[config.mk]
export PLATFORM = sky130hd
export DESIGN_NAME = status_syndrome_reg
export DESIGN_NICKNAME = d
export VERILOG_FILES = /design/src/rtl/syn_pkg.sv /design/src/rtl/syn_voter.sv /design/src/rtl/syn_next.sv /design/src/rtl/syn_copy_bank.sv /design/src/rtl/status_syndrome_reg.sv
export SDC_FILE = /design/constraint.sdc
export NUM_CORES = 1
export LEC_CHECK = 0
export BUFFER_PORTS_ARGS = -buffer_cell sky130_fd_sc_hd__buf_2
export CORE_ASPECT_RATIO = 0.75
export CORE_UTILIZATION = 43
export DETAILED_ROUTE_END_ITERATION = 8
export PLACE_DENSITY = 0.65
export SETUP_SLACK_MARGIN = 0.02
export SYNTH_ARGS = -nofsm -noshare
export SYNTH_HDL_FRONTEND = slang
export SYNTH_SLANG_ARGS = --single-unit
export TNS_END_PERCENT = 1
[constraint.sdc]
create_clock -name clk -period 3.15 [get_ports clk]
set_input_delay 0 -clock clk [delete_from_list [all_inputs] [get_ports clk]]
set_output_delay 0 -clock clk [all_outputs]
set_load 0.01 [all_outputs]
[src/rtl/syn_pkg.sv]
package syn_pkg;

    localparam int WORD_W   = 32;
    localparam int NUM_MOD  = 4;
    localparam int STATE_W  = 3;
    localparam int NUM_COPY = 3;
    localparam int CFG_LSB  = NUM_MOD;                       // bit mode position
    localparam int ST_LSB   = NUM_MOD + 2;                   // first state field
    localparam int FLG_LSB  = ST_LSB + NUM_MOD * STATE_W;    // first flag bit
    localparam int LIVE_W   = FLG_LSB + NUM_MOD;             // used bits
    localparam int RSV_W    = WORD_W - LIVE_W;

    typedef enum logic [STATE_W-1:0] {
        ST_OFF     = 3'd0,
        ST_STANDBY = 3'd1,
        ST_IDEAL   = 3'd2,
        ST_FAILED  = 3'd3,
        ST_FAULTY  = 3'd4
    } mod_state_e;

    typedef struct packed {
        logic [RSV_W-1:0]   rsvd;
        logic [NUM_MOD-1:0] flag;
        logic [NUM_MOD-1:0][STATE_W-1:0] state;
        logic               redundant;
        logic               wide;
        logic [NUM_MOD-1:0] power;
    } syn_word_t;

    function automatic syn_word_t reset_word();
        syn_word_t w;
        w = '0;
        w.power[0] = 1'b1;
        for (int i = 0; i < NUM_MOD; i++) begin
            w.state[i] = (i == 0) ? ST_IDEAL : ST_OFF;
        end
        return w;
    endfunction

    function automatic logic [WORD_W-1:0] majority3(
        logic [WORD_W-1:0] a, logic [WORD_W-1:0] b, logic [WORD_W-1:0] c);
        return (a & b) | (a & c) | (b & c);
    endfunction

endpackage

[src/rtl/syn_voter.sv]
module syn_voter
    import syn_pkg::*;
#(
    parameter int W = WORD_W
) (
    input  logic [NUM_COPY-1:0][W-1:0] copies,
    output logic [W-1:0]               voted,
    output logic                       mismatch
);
    always_comb begin
        voted    = majority3(copies[0], copies[1], copies[2]);
        mismatch = (copies[0] != copies[1]) || (copies[1] != copies[2]);
    end
endmodule

[src/rtl/syn_next.sv]
module syn_next
    import syn_pkg::*;
(
    input  syn_word_t          cur,
    input  logic               wr_en,
    input  logic [WORD_W-1:0]  wr_data,
    input  logic [NUM_MOD-1:0] fault_in,
    output syn_word_t          nxt
);
    syn_word_t wr_w;
    assign wr_w = syn_word_t'(wr_data);

    always_comb begin
        nxt      = cur;
        nxt.rsvd = '0;
        if (wr_en) begin
            nxt.power     = wr_w.power;
            nxt.wide      = wr_w.wide;
            nxt.redundant = wr_w.redundant;
            nxt.state     = wr_w.state;
            nxt.flag      = cur.flag & ~wr_w.flag;
        end
        for (int i = 0; i < NUM_MOD; i++) begin
            if (fault_in[i] && (cur.state[i] == ST_IDEAL)) begin
                nxt.state[i] = ST_FAILED;
                nxt.flag[i]  = 1'b1;
            end
        end
    end
endmodule

[src/rtl/syn_copy_bank.sv]
module syn_copy_bank
    import syn_pkg::*;
(
    input  logic                             clk,
    input  logic                             rst,
    input  logic [WORD_W-1:0]                load_val,
    input  logic [NUM_COPY-1:0]              upset_en,
    input  logic [WORD_W-1:0]                upset_mask,
    input  logic                             copy_err,
    output logic [NUM_COPY-1:0][WORD_W-1:0]  copies
);
    localparam logic [WORD_W-1:0] RST_VAL = reset_word();

    for (genvar k = 0; k < NUM_COPY; k++) begin : g_copy
        always_ff @(posedge clk) begin
            if (rst) copies[k] <= RST_VAL;
            else     copies[k] <= load_val ^ (upset_en[k] ? upset_mask : '0);
        end
    end

    // with no upset at an edge, every copy is reloaded and agreement returns
    p_repair_r8: assert property (@(posedge clk) disable iff (rst)
        (copy_err && upset_en == '0) |=> !copy_err);
endmodule

[src/rtl/status_syndrome_reg.sv]
module status_syndrome_reg
    import syn_pkg::*;
(
    input  logic                clk,
    input  logic                rst,
    input  logic                wr_en,
    input  logic [WORD_W-1:0]   wr_data,
    input  logic [NUM_MOD-1:0]  fault_in,
    input  logic [NUM_COPY-1:0] upset_en,
    input  logic [WORD_W-1:0]   upset_mask,
    output logic [WORD_W-1:0]   rd_data,
    output logic [NUM_MOD-1:0]  mod_power,
    output logic                cfg_wide,
    output logic                cfg_redundant,
    output logic                irq,
    output logic                copy_err
);
    logic [NUM_COPY-1:0][WORD_W-1:0] copies;
    logic [WORD_W-1:0] voted;
    syn_word_t         cur_w;
    syn_word_t         nxt_w;

    syn_copy_bank u_bank (
        .clk        (clk),
        .rst        (rst),
        .load_val   (nxt_w),
        .upset_en   (upset_en),
        .upset_mask (upset_mask),
        .copy_err   (copy_err),
        .copies     (copies)
    );

    syn_voter #(.W(WORD_W)) u_vote (
        .copies   (copies),
        .voted    (voted),
        .mismatch (copy_err)
    );

    assign cur_w = syn_word_t'(voted);

    syn_next u_next (
        .cur      (cur_w),
        .wr_en    (wr_en),
        .wr_data  (wr_data),
        .fault_in (fault_in),
        .nxt      (nxt_w)
    );

    assign rd_data       = voted;
    assign mod_power     = cur_w.power;
    assign cfg_wide      = cur_w.wide;
    assign cfg_redundant = cur_w.redundant;
    assign irq           = |cur_w.flag;

    for (genvar i = 0; i < NUM_MOD; i++) begin : g_chk
        // a report against an ideal module latches failed, flag and irq
        p_fault_latch_r4: assert property (@(posedge clk) disable iff (rst)
            (fault_in[i] && cur_w.state[i] == ST_IDEAL && upset_en == '0)
            |=> (rd_data[ST_LSB + i*STATE_W +: STATE_W] == ST_FAILED)
                && rd_data[FLG_LSB + i] && irq);
        // a report against a non-ideal module leaves its field alone
        p_fault_ignored_r5: assert property (@(posedge clk) disable iff (rst)
            (fault_in[i] && cur_w.state[i] != ST_IDEAL && !wr_en && upset_en == '0)
            |=> $stable(rd_data[ST_LSB + i*STATE_W +: STATE_W]) && $stable(rd_data[FLG_LSB + i]));
    end

    // clearing all flags with no new event drops the interrupt
    p_clear_irq_r6: assert property (@(posedge clk) disable iff (rst)
        (wr_en && wr_data[FLG_LSB +: NUM_MOD] == '1 && fault_in == '0 && upset_en == '0)
        |=> !irq);

    // an edge without upset leaves the reserved bits at zero
    p_reserved_zero_r9: assert property (@(posedge clk) disable iff (rst)
        (upset_en == '0) |=> (rd_data[WORD_W-1:LIVE_W] == '0));
endmodule

[Word level (Yosys, flattened, before mapping)]
Cells that the tools add are included.
Cells by class
  equality and inequality tests: 6
  muxes and demuxes: 12
  bitwise gates (word level): 10
  reductions and logical operators: 6
Operators with widths (count)
  bitwise AND 32 bit: 3
  two-way mux 32 bit: 3
  bitwise XOR 22 x 32 -> 32 bit: 3
  != test 32 bit: 2
  OR 32 bit: 2
  two-way mux 22 bit: 1
  == test 3 x 2 -> 1 bit (second input constant): 4
  two-way mux 3 bit: 4
  bitwise AND 4 bit: 1
  logical AND 1 bit: 4
  two-way mux 1 bit: 4
  inverter 4 bit: 1
  OR reduction 4 bit: 1
  logical OR 1 bit: 1
Word-level totals
  bits in registers: 96
  bits of input ports: 74

[Longest topological paths before layout]
Gate-level depths: netlist of the first run.
  depth after elaboration: 7
  mapped depth: 7
  gate-level depth less buffers: 5

[Cells and area by module]
A second synthesis of the first run with hierarchy kept.
Second synthesis, totals
  cell total of the unflattened synthesis: 553
  area, all modules: 5512.8 um^2
Modules (own cells, without submodules)
  syn_copy_bank: instances 1, cells each 369, area an instance 3741.1 um^2, seq. area each 1921.8 um^2
  syn_voter: instances 1, cells each 117, area an instance 1219.9 um^2, seq. area each 0.0 um^2
  syn_next: instances 1, cells each 60, area an instance 499.2 um^2, seq. area each 0.0 um^2
  status_syndrome_reg: instances 1, cells each 7, area an instance 52.6 um^2, seq. area each 0.0 um^2

[Worst setup path before layout of the first run]
No wires, ideal clock.
  kind: flip-flop to flip-flop
  start: register u_bank.copies[47] (netlist bit)
  end: register u_bank.copies[49] (netlist bit)
  setup time: 68 ps
  data arrival time: 1681 ps
  data required time: 3082 ps
  setup slack: 1400 ps
  cell stages (with the launch flop): 8
  cell sequence: dfxtp_1 > ha_1 > a211o_1 > nor4b_4 > buf_6 > buf_12 > o211ai_2 > a21oi_2
Between the ends
  cells in the longest elaborated chain, start to end: 7
RTL lines
  from (decl): line syn_copy_bank.sv:10  | output logic [NUM_COPY-1:0][WORD_W-1:0] copies
  from (signal, indexed assignment): line syn_copy_bank.sv:17  | else copies[k] <= load_val ^ (upset_en[k] ? upset_mask : '0);
  bitwise AND 32 bit: line syn_pkg.sv:42  | return (a & b) | (a & c) | (b & c);
  OR 32 bit: line syn_pkg.sv:42
  OR 32 bit (*): line syn_pkg.sv:42
  named net rd_data[15]: line status_syndrome_reg.sv:11  | output logic [WORD_W-1:0] rd_data,
  == test 3 x 2 -> 1 bit (*): line syn_next.sv:24  | if (fault_in[i] && (cur.state[i] == ST_IDEAL)) begin
  logical AND 1 bit (*): line syn_next.sv:24
  two-way mux 3 bit (*): line syn_next.sv:24
  bitwise XOR 22 x 32 -> 32 bit (*): line syn_copy_bank.sv:17
The timed path passes the listed nets; every way through them passes the cells marked *.
A chain may end at the register's enable or synchronous reset.

[Worst setup path in the final report of the first run]
  start: register u_bank.copies[9] (netlist bit)
  end: output port copy_err
Between the ends
  cells in the longest elaborated chain, start to end: 2
RTL lines
  != test 32 bit: line syn_voter.sv:12  | mismatch = (copies[0] != copies[1]) || (copies[1] != copies[2]);
  logical OR 1 bit: line syn_voter.sv:12
  to (decl): line status_syndrome_reg.sv:16  | output logic copy_err
No other way between the ends.

==> impl_metrics.toml, run 1 <==
[die]
die_w_um = 131
fp.coreArea_um2 = 11900
io_pins = 114
die_area_um2 = 12900
row_count = 34
die_h_um = 98.8
start_util_pct = 45.2

[timing]
post-route-period-util_pct = 72.4
rsz0062_at_grt = "no"
tightestPinTransition_ps = 1100
min_period_ps = 2280
setup_ws_ps = 868
finalHoldViolCount = 0
max_freq_mhz = 438
relSlewSlack_pct = 27.0
clock_skew_ps = 4.33
setup_viol = 0
setup-tns-final_ps = 0
slew_viol_final = 0

[critical_path]
critPathSlowestCell = "or4_1"
worstPathCellList = "ha_1 -> nor4_1 -> nand4_1 -> or4_1 -> buf_2"
cp_top_family = "simple AND/OR/NAND/NOR gates"
path_buf_inv = 1
critical-path-max-stage-delay_ps = 570
path_max_fanout = 2
cp_data_required_time_ps = 3150
crit_type = "flop to primary output"
critPathArrivalTime_ps = 2280
cp-start-kind = "flop"
cp-end-kind = "primary output"

[logic_synthesis]
ys_seq_elements = 96
synth_nets = 698
yosysUniqueCellTypes = 35
ys_warn_count = 0
netlist_area_um2 = 5370
ys.flop_type = "dfxtp_1"
netlist_instances = 560
synth_seq_area_share_pct = 35.8
synth_edf_count = 0
syn_area_per_cell_um2 = 9.59
synth-async-reset-ratio_pct = 0

[global_routing]
grt_max_degree = 62
grt_first_pass_wirelength_um = 21800
met2_usage_pct = 37.0
antenna_found_initial = 0
grt_overflow = 0
track_usage_pct = 22.2
use_met1_pct = 29.1
top_usage_layer = "met2"
gr-usage-met3_pct = 4.78
grt_pass1_vias = 4431

[layout]
multi_input_area_um2 = 3190
filler_cell_count = 1112
syn_to_final_growth_pct = 17.8
registers.top_by_ff_count = "u_bank.copies"
largestRegisters = "u_bank.copies (96)"
final_nets = 797
final_cell_mix = "103 x buf_2, 96 x dfxtp_1, 64 x ha_1"
largest_reg_flops = 96
antenna_cells = 0
regArea_um2 = 1920
layout_commonest_cell = "buf_2"
drive_gt1_share_pct = 23.1

[min_path]
hold_path.class = "input port to flop"

[status]
status = "completed"

[clock_network]
cts_tree = "done"
cts_resized = 0
h-tree-depth = 3
clk_path_buf_depth = 2
post_cts_buffers = 0
clk_latency_ps = 330
root_buffer = "clkbuf_16"
cts_made_buffers = 9
clkSinkCount = 96
clkTransAtPathRegs_ps = 60

[power_and_ir_drop]
peakVddDrop_uv = 270
power.density_nw_per_um2 = 485
cellLeakagePower_nw = 3.26
power.total_mw = 3.07

[detailed_routing]
via_count = 4512
wirelength_um = 13400
drc_errors = 0
final_antenna_net_count = 0
wl_per_cell_um = 16.2
via_per_inst = 5.47
first_iter_violations = 191
dr.pass1.iters = 4

[placed_design]
dp_hpwl_um = 9840
gp_congestion = 0.766
pre_cts_slack_ps = 916
portBuffers = 103

[flow_run]
max_cap_violations = 0
what timing repair did:
| action | in CTS | in global routing |
|---|---|---|
| hold endpoints to repair | 41 | 0 |
| hold buffers | 17 | 0 |
| endpoints found under the setup margin | 0 | 0 |
final timing paths:
path | start | endpoint | slack (ps) | cells after the start
max reg2reg | u_bank.copies[44]$_SDFF_PP0_ | u_bank.copies[77]$_SDFF_PP0_ | 920 | 5
min | upset_mask[5] | u_bank.copies[5]$_SDFF_PP0_ | 10 | 4
min reg2reg | u_bank.copies[67]$_SDFF_PP0_ | u_bank.copies[67]$_SDFF_PP0_ | 870 | 4
max | u_bank.copies[9]$_SDFF_PP0_ | copy_err | 870 | 5
area by class of cell:
type,count,area share [%]
Multi-Input combinational cell,418,50.4
Inverter,9,0.534
Sequential cell,96,30.4
Clock inverter,5,0.396
Clock buffer,10,3.62
Tap cell,162,3.21
Timing Repair Buffer,125,11.4
logic make-up (layout without fill, tap and decap cells):
group | Yosys count | in the layout | synth area share (%)
xor+xnor | 15 | 15 | 2.45
fa+ha+maj | 64 | 64 | 14.9
simple gates | 174 | 174 | 19.2
flops | 96 | 96 | 35.8
compound gates | 151 | 151 | 20.1
mux | 14 | 14 | 2.70
buf+inv | 46 | 149 | 4.85
power by group:
group | switching [mW] | internal [mW] | total [mW]
clock | 0.437 | 0.524 | 0.961
sequential | 0.0596 | 1.32 | 1.38
combinational | 0.412 | 0.317 | 0.729
total | 0.909 | 2.16 | 3.07
tightest hold or removal path: stages:
cell,delay (ps)
buf_2,120
nand2_1,70
xnor2_1,60
nor2_1,70
Yosys cell counts (3+ instances only):
cell type / count / area (µm²)
a211o_1: 36 / 315
a211oi_1: 13 / 97.6
a211oi_2: 4 / 50.1
a21o_1: 3 / 22.5
a21oi_1: 36 / 180
a21oi_2: 7 / 61.3
and2_1: 33 / 206
and3_1: 3 / 18.8
buf_2: 6 / 30.0
buf_4: 6 / 45.0
buf_6: 4 / 45.0
clkbuf_1: 19 / 71.3
dfxtp_1: 96 / 1920
ha_1: 64 / 801
inv_1: 9 / 33.8
mux2_2: 4 / 45.0
mux2i_1: 10 / 100
nand2_1: 55 / 206
nand4_1: 5 / 31.3
nor2_1: 15 / 56.3
nor2b_1: 3 / 18.8
nor3_2: 9 / 90.1
nor4_1: 16 / 100
nor4b_4: 3 / 71.3
o211a_1: 9 / 90.1
o211ai_1: 9 / 67.6
o211ai_2: 3 / 37.5
o21ai_0: 15 / 75.1
o21ai_1: 16 / 80.1
or3_1: 18 / 113
or4_1: 13 / 97.6
xnor2_1: 15 / 131
per-stage QoR:
step           utilization (%)  instance area [µm²]  instances  hold slack (ps)
2_1_floorplan                -                 5370        560              122
3_3_place_gp              49.7                 5900        793              217
3_5_place_dp              49.7                 5900        793              228
4_1_cts                   53.3                 6320        825             1.52
5_1_grt                   53.3                 6320        825             12.9
6_report                  53.3                 6320        825             13.1
routing by layer:
metal,vias up,share of wire (%)
met5,-,0
met4,0,1.1
met3,6,6.3
met2,108,48
met1,2134,45
li1,2264,-
(Power assumes the default switching activity.)
==> inputs of run 2 (changes only) <==
==> constraint.sdc (replaced) <==
create_clock -name clk -period 2.4 [get_ports clk]
set_input_delay 0 -clock clk [delete_from_list [all_inputs] [get_ports clk]]
set_output_delay 0 -clock clk [all_outputs]
set_load 0.01 [all_outputs]
==> impl_metrics.toml, run 2 (synthesis gave the netlist of run 1 again) <==
[critical_path]
critPathArrivalTime_ps = 2290
path_max_fanout = 2
crit_type = "flop to primary output"
cp-start-kind = "flop"
cp-end-kind = "primary output"
cp_data_required_time_ps = 2400

[clock_network]
clk_path_buf_depth = 2
clk_latency_ps = 340
clkSinkCount = 96
cts_made_buffers = 9
root_buffer = "clkbuf_16"
cts_tree = "done"
post_cts_buffers = 0
h-tree-depth = 3
clkTransAtPathRegs_ps = 60

[die]
die_w_um = 131
io_pins = 114
fp.coreArea_um2 = 11900
die_h_um = 98.8
die_area_um2 = 12900
start_util_pct = 45.2
row_count = 34

[power_and_ir_drop]
cellLeakagePower_nw = 3.32
power.density_nw_per_um2 = 656
peakVddDrop_uv = 394
power.total_mw = 4.24

[placed_design]
dp_hpwl_um = 9870
pre_cts_slack_ps = 379
portBuffers = 103
gp_congestion = 0.823

[min_path]
hold_path.class = "input port to flop"

[global_routing]
grt_first_pass_wirelength_um = 21900
track_usage_pct = 22.2
grt_overflow = 0
antenna_found_initial = 0
grt_pass1_vias = 4465
grt_max_degree = 38

[detailed_routing]
dr.pass1.iters = 5
wirelength_um = 13500
via_count = 4566
wl_per_cell_um = 16.1
first_iter_violations = 204
via_per_inst = 5.47
final_antenna_net_count = 0
drc_errors = 0

[layout]
final_nets = 806
largest_reg_flops = 96
largestRegisters = "u_bank.copies (96)"
layout_commonest_cell = "buf_2"
syn_to_final_growth_pct = 20.4
final_cell_mix = "103 x buf_2, 96 x dfxtp_1, 64 x ha_1"
drive_gt1_share_pct = 24.0
antenna_cells = 0
registers.top_by_ff_count = "u_bank.copies"

[timing]
finalHoldViolCount = 0
clock_skew_ps = 5.53
min_period_ps = 2290
relSlewSlack_pct = 47.5
rsz0062_at_grt = "no"
setup_viol = 0
slew_viol_final = 0
setup-tns-final_ps = 0
tightestPinTransition_ps = 787
max_freq_mhz = 436
setup_ws_ps = 107
post-route-period-util_pct = 95.6

[flow_run]
max_cap_violations = 0

[status]
status = "completed"
-- run 2: worst paths after layout --
kind	start	to	slack, ps	cells past startpoint
setup / recovery	u_bank.copies[18]$_SDFF_PP0_	copy_err	110	5
hold / removal	upset_mask[10]	u_bank.copies[10]$_SDFF_PP0_	20	3
setup reg to reg	u_bank.copies[44]$_SDFF_PP0_	u_bank.copies[45]$_SDFF_PP0_	370	6
hold reg to reg	u_bank.copies[66]$_SDFF_PP0_	u_bank.copies[34]$_SDFF_PP0_	890	4
-- run 2: critical path, cell delays in order, from the launching register on --
cell and delay (ps):
dfxtp_1 320, ha_1 310, nor4_1 490, nand4_1 150, or4_1 540, buf_2 160
-- run 2: layout make-up --
cell class | instances | area [µm²]
tap | 162 | 203
clock inverter | 2 | 37.5
multi-input combinational | 418 | 3200
timing repair buffer | 134 | 798
inverter | 9 | 33.8
sequential | 96 | 1920
fill | 1079 | 5410
clock buffer | 13 | 270
-- run 2: repair_timing --
item / in CTS / in global routing
setup endpoints to repair: 0 / 1
hold buffers: 20 / 0
gates resized for setup: 0 / 2
hold endpoints to repair: 44 / 0
-- run 2: per-stage QoR --
stage               std cells  hold WS [ps]  area [µm²]  util [%]
finish                    834          18.6        6460      54.4
global route              834          24.2        6460      54.4
CTS                       834          4.13        6450      54.3
detailed placement        799           226        5940      50.1
global placement          799           217        5940      50.1
floorplan                 560           122        5370         -
-- run 2: metal layers --
layer | GRT usage [%] | vias to the layer above | part of all wire [%]
met5 | 0 | - | 0
met4 | 7.25 | 0 | 1.6
met3 | 5.43 | 18 | 5.1
met2 | 35.9 | 122 | 46
met1 | 29.0 | 2149 | 47
li1 | - | 2277 | -
-- run 2: report_power, final --
part	internal [mW]	switching (mW)	total [mW]
Sequential	1.73	0.0788	1.81
Clock	0.887	0.568	1.46
Combinational	0.428	0.546	0.974
Total	3.05	1.19	4.24
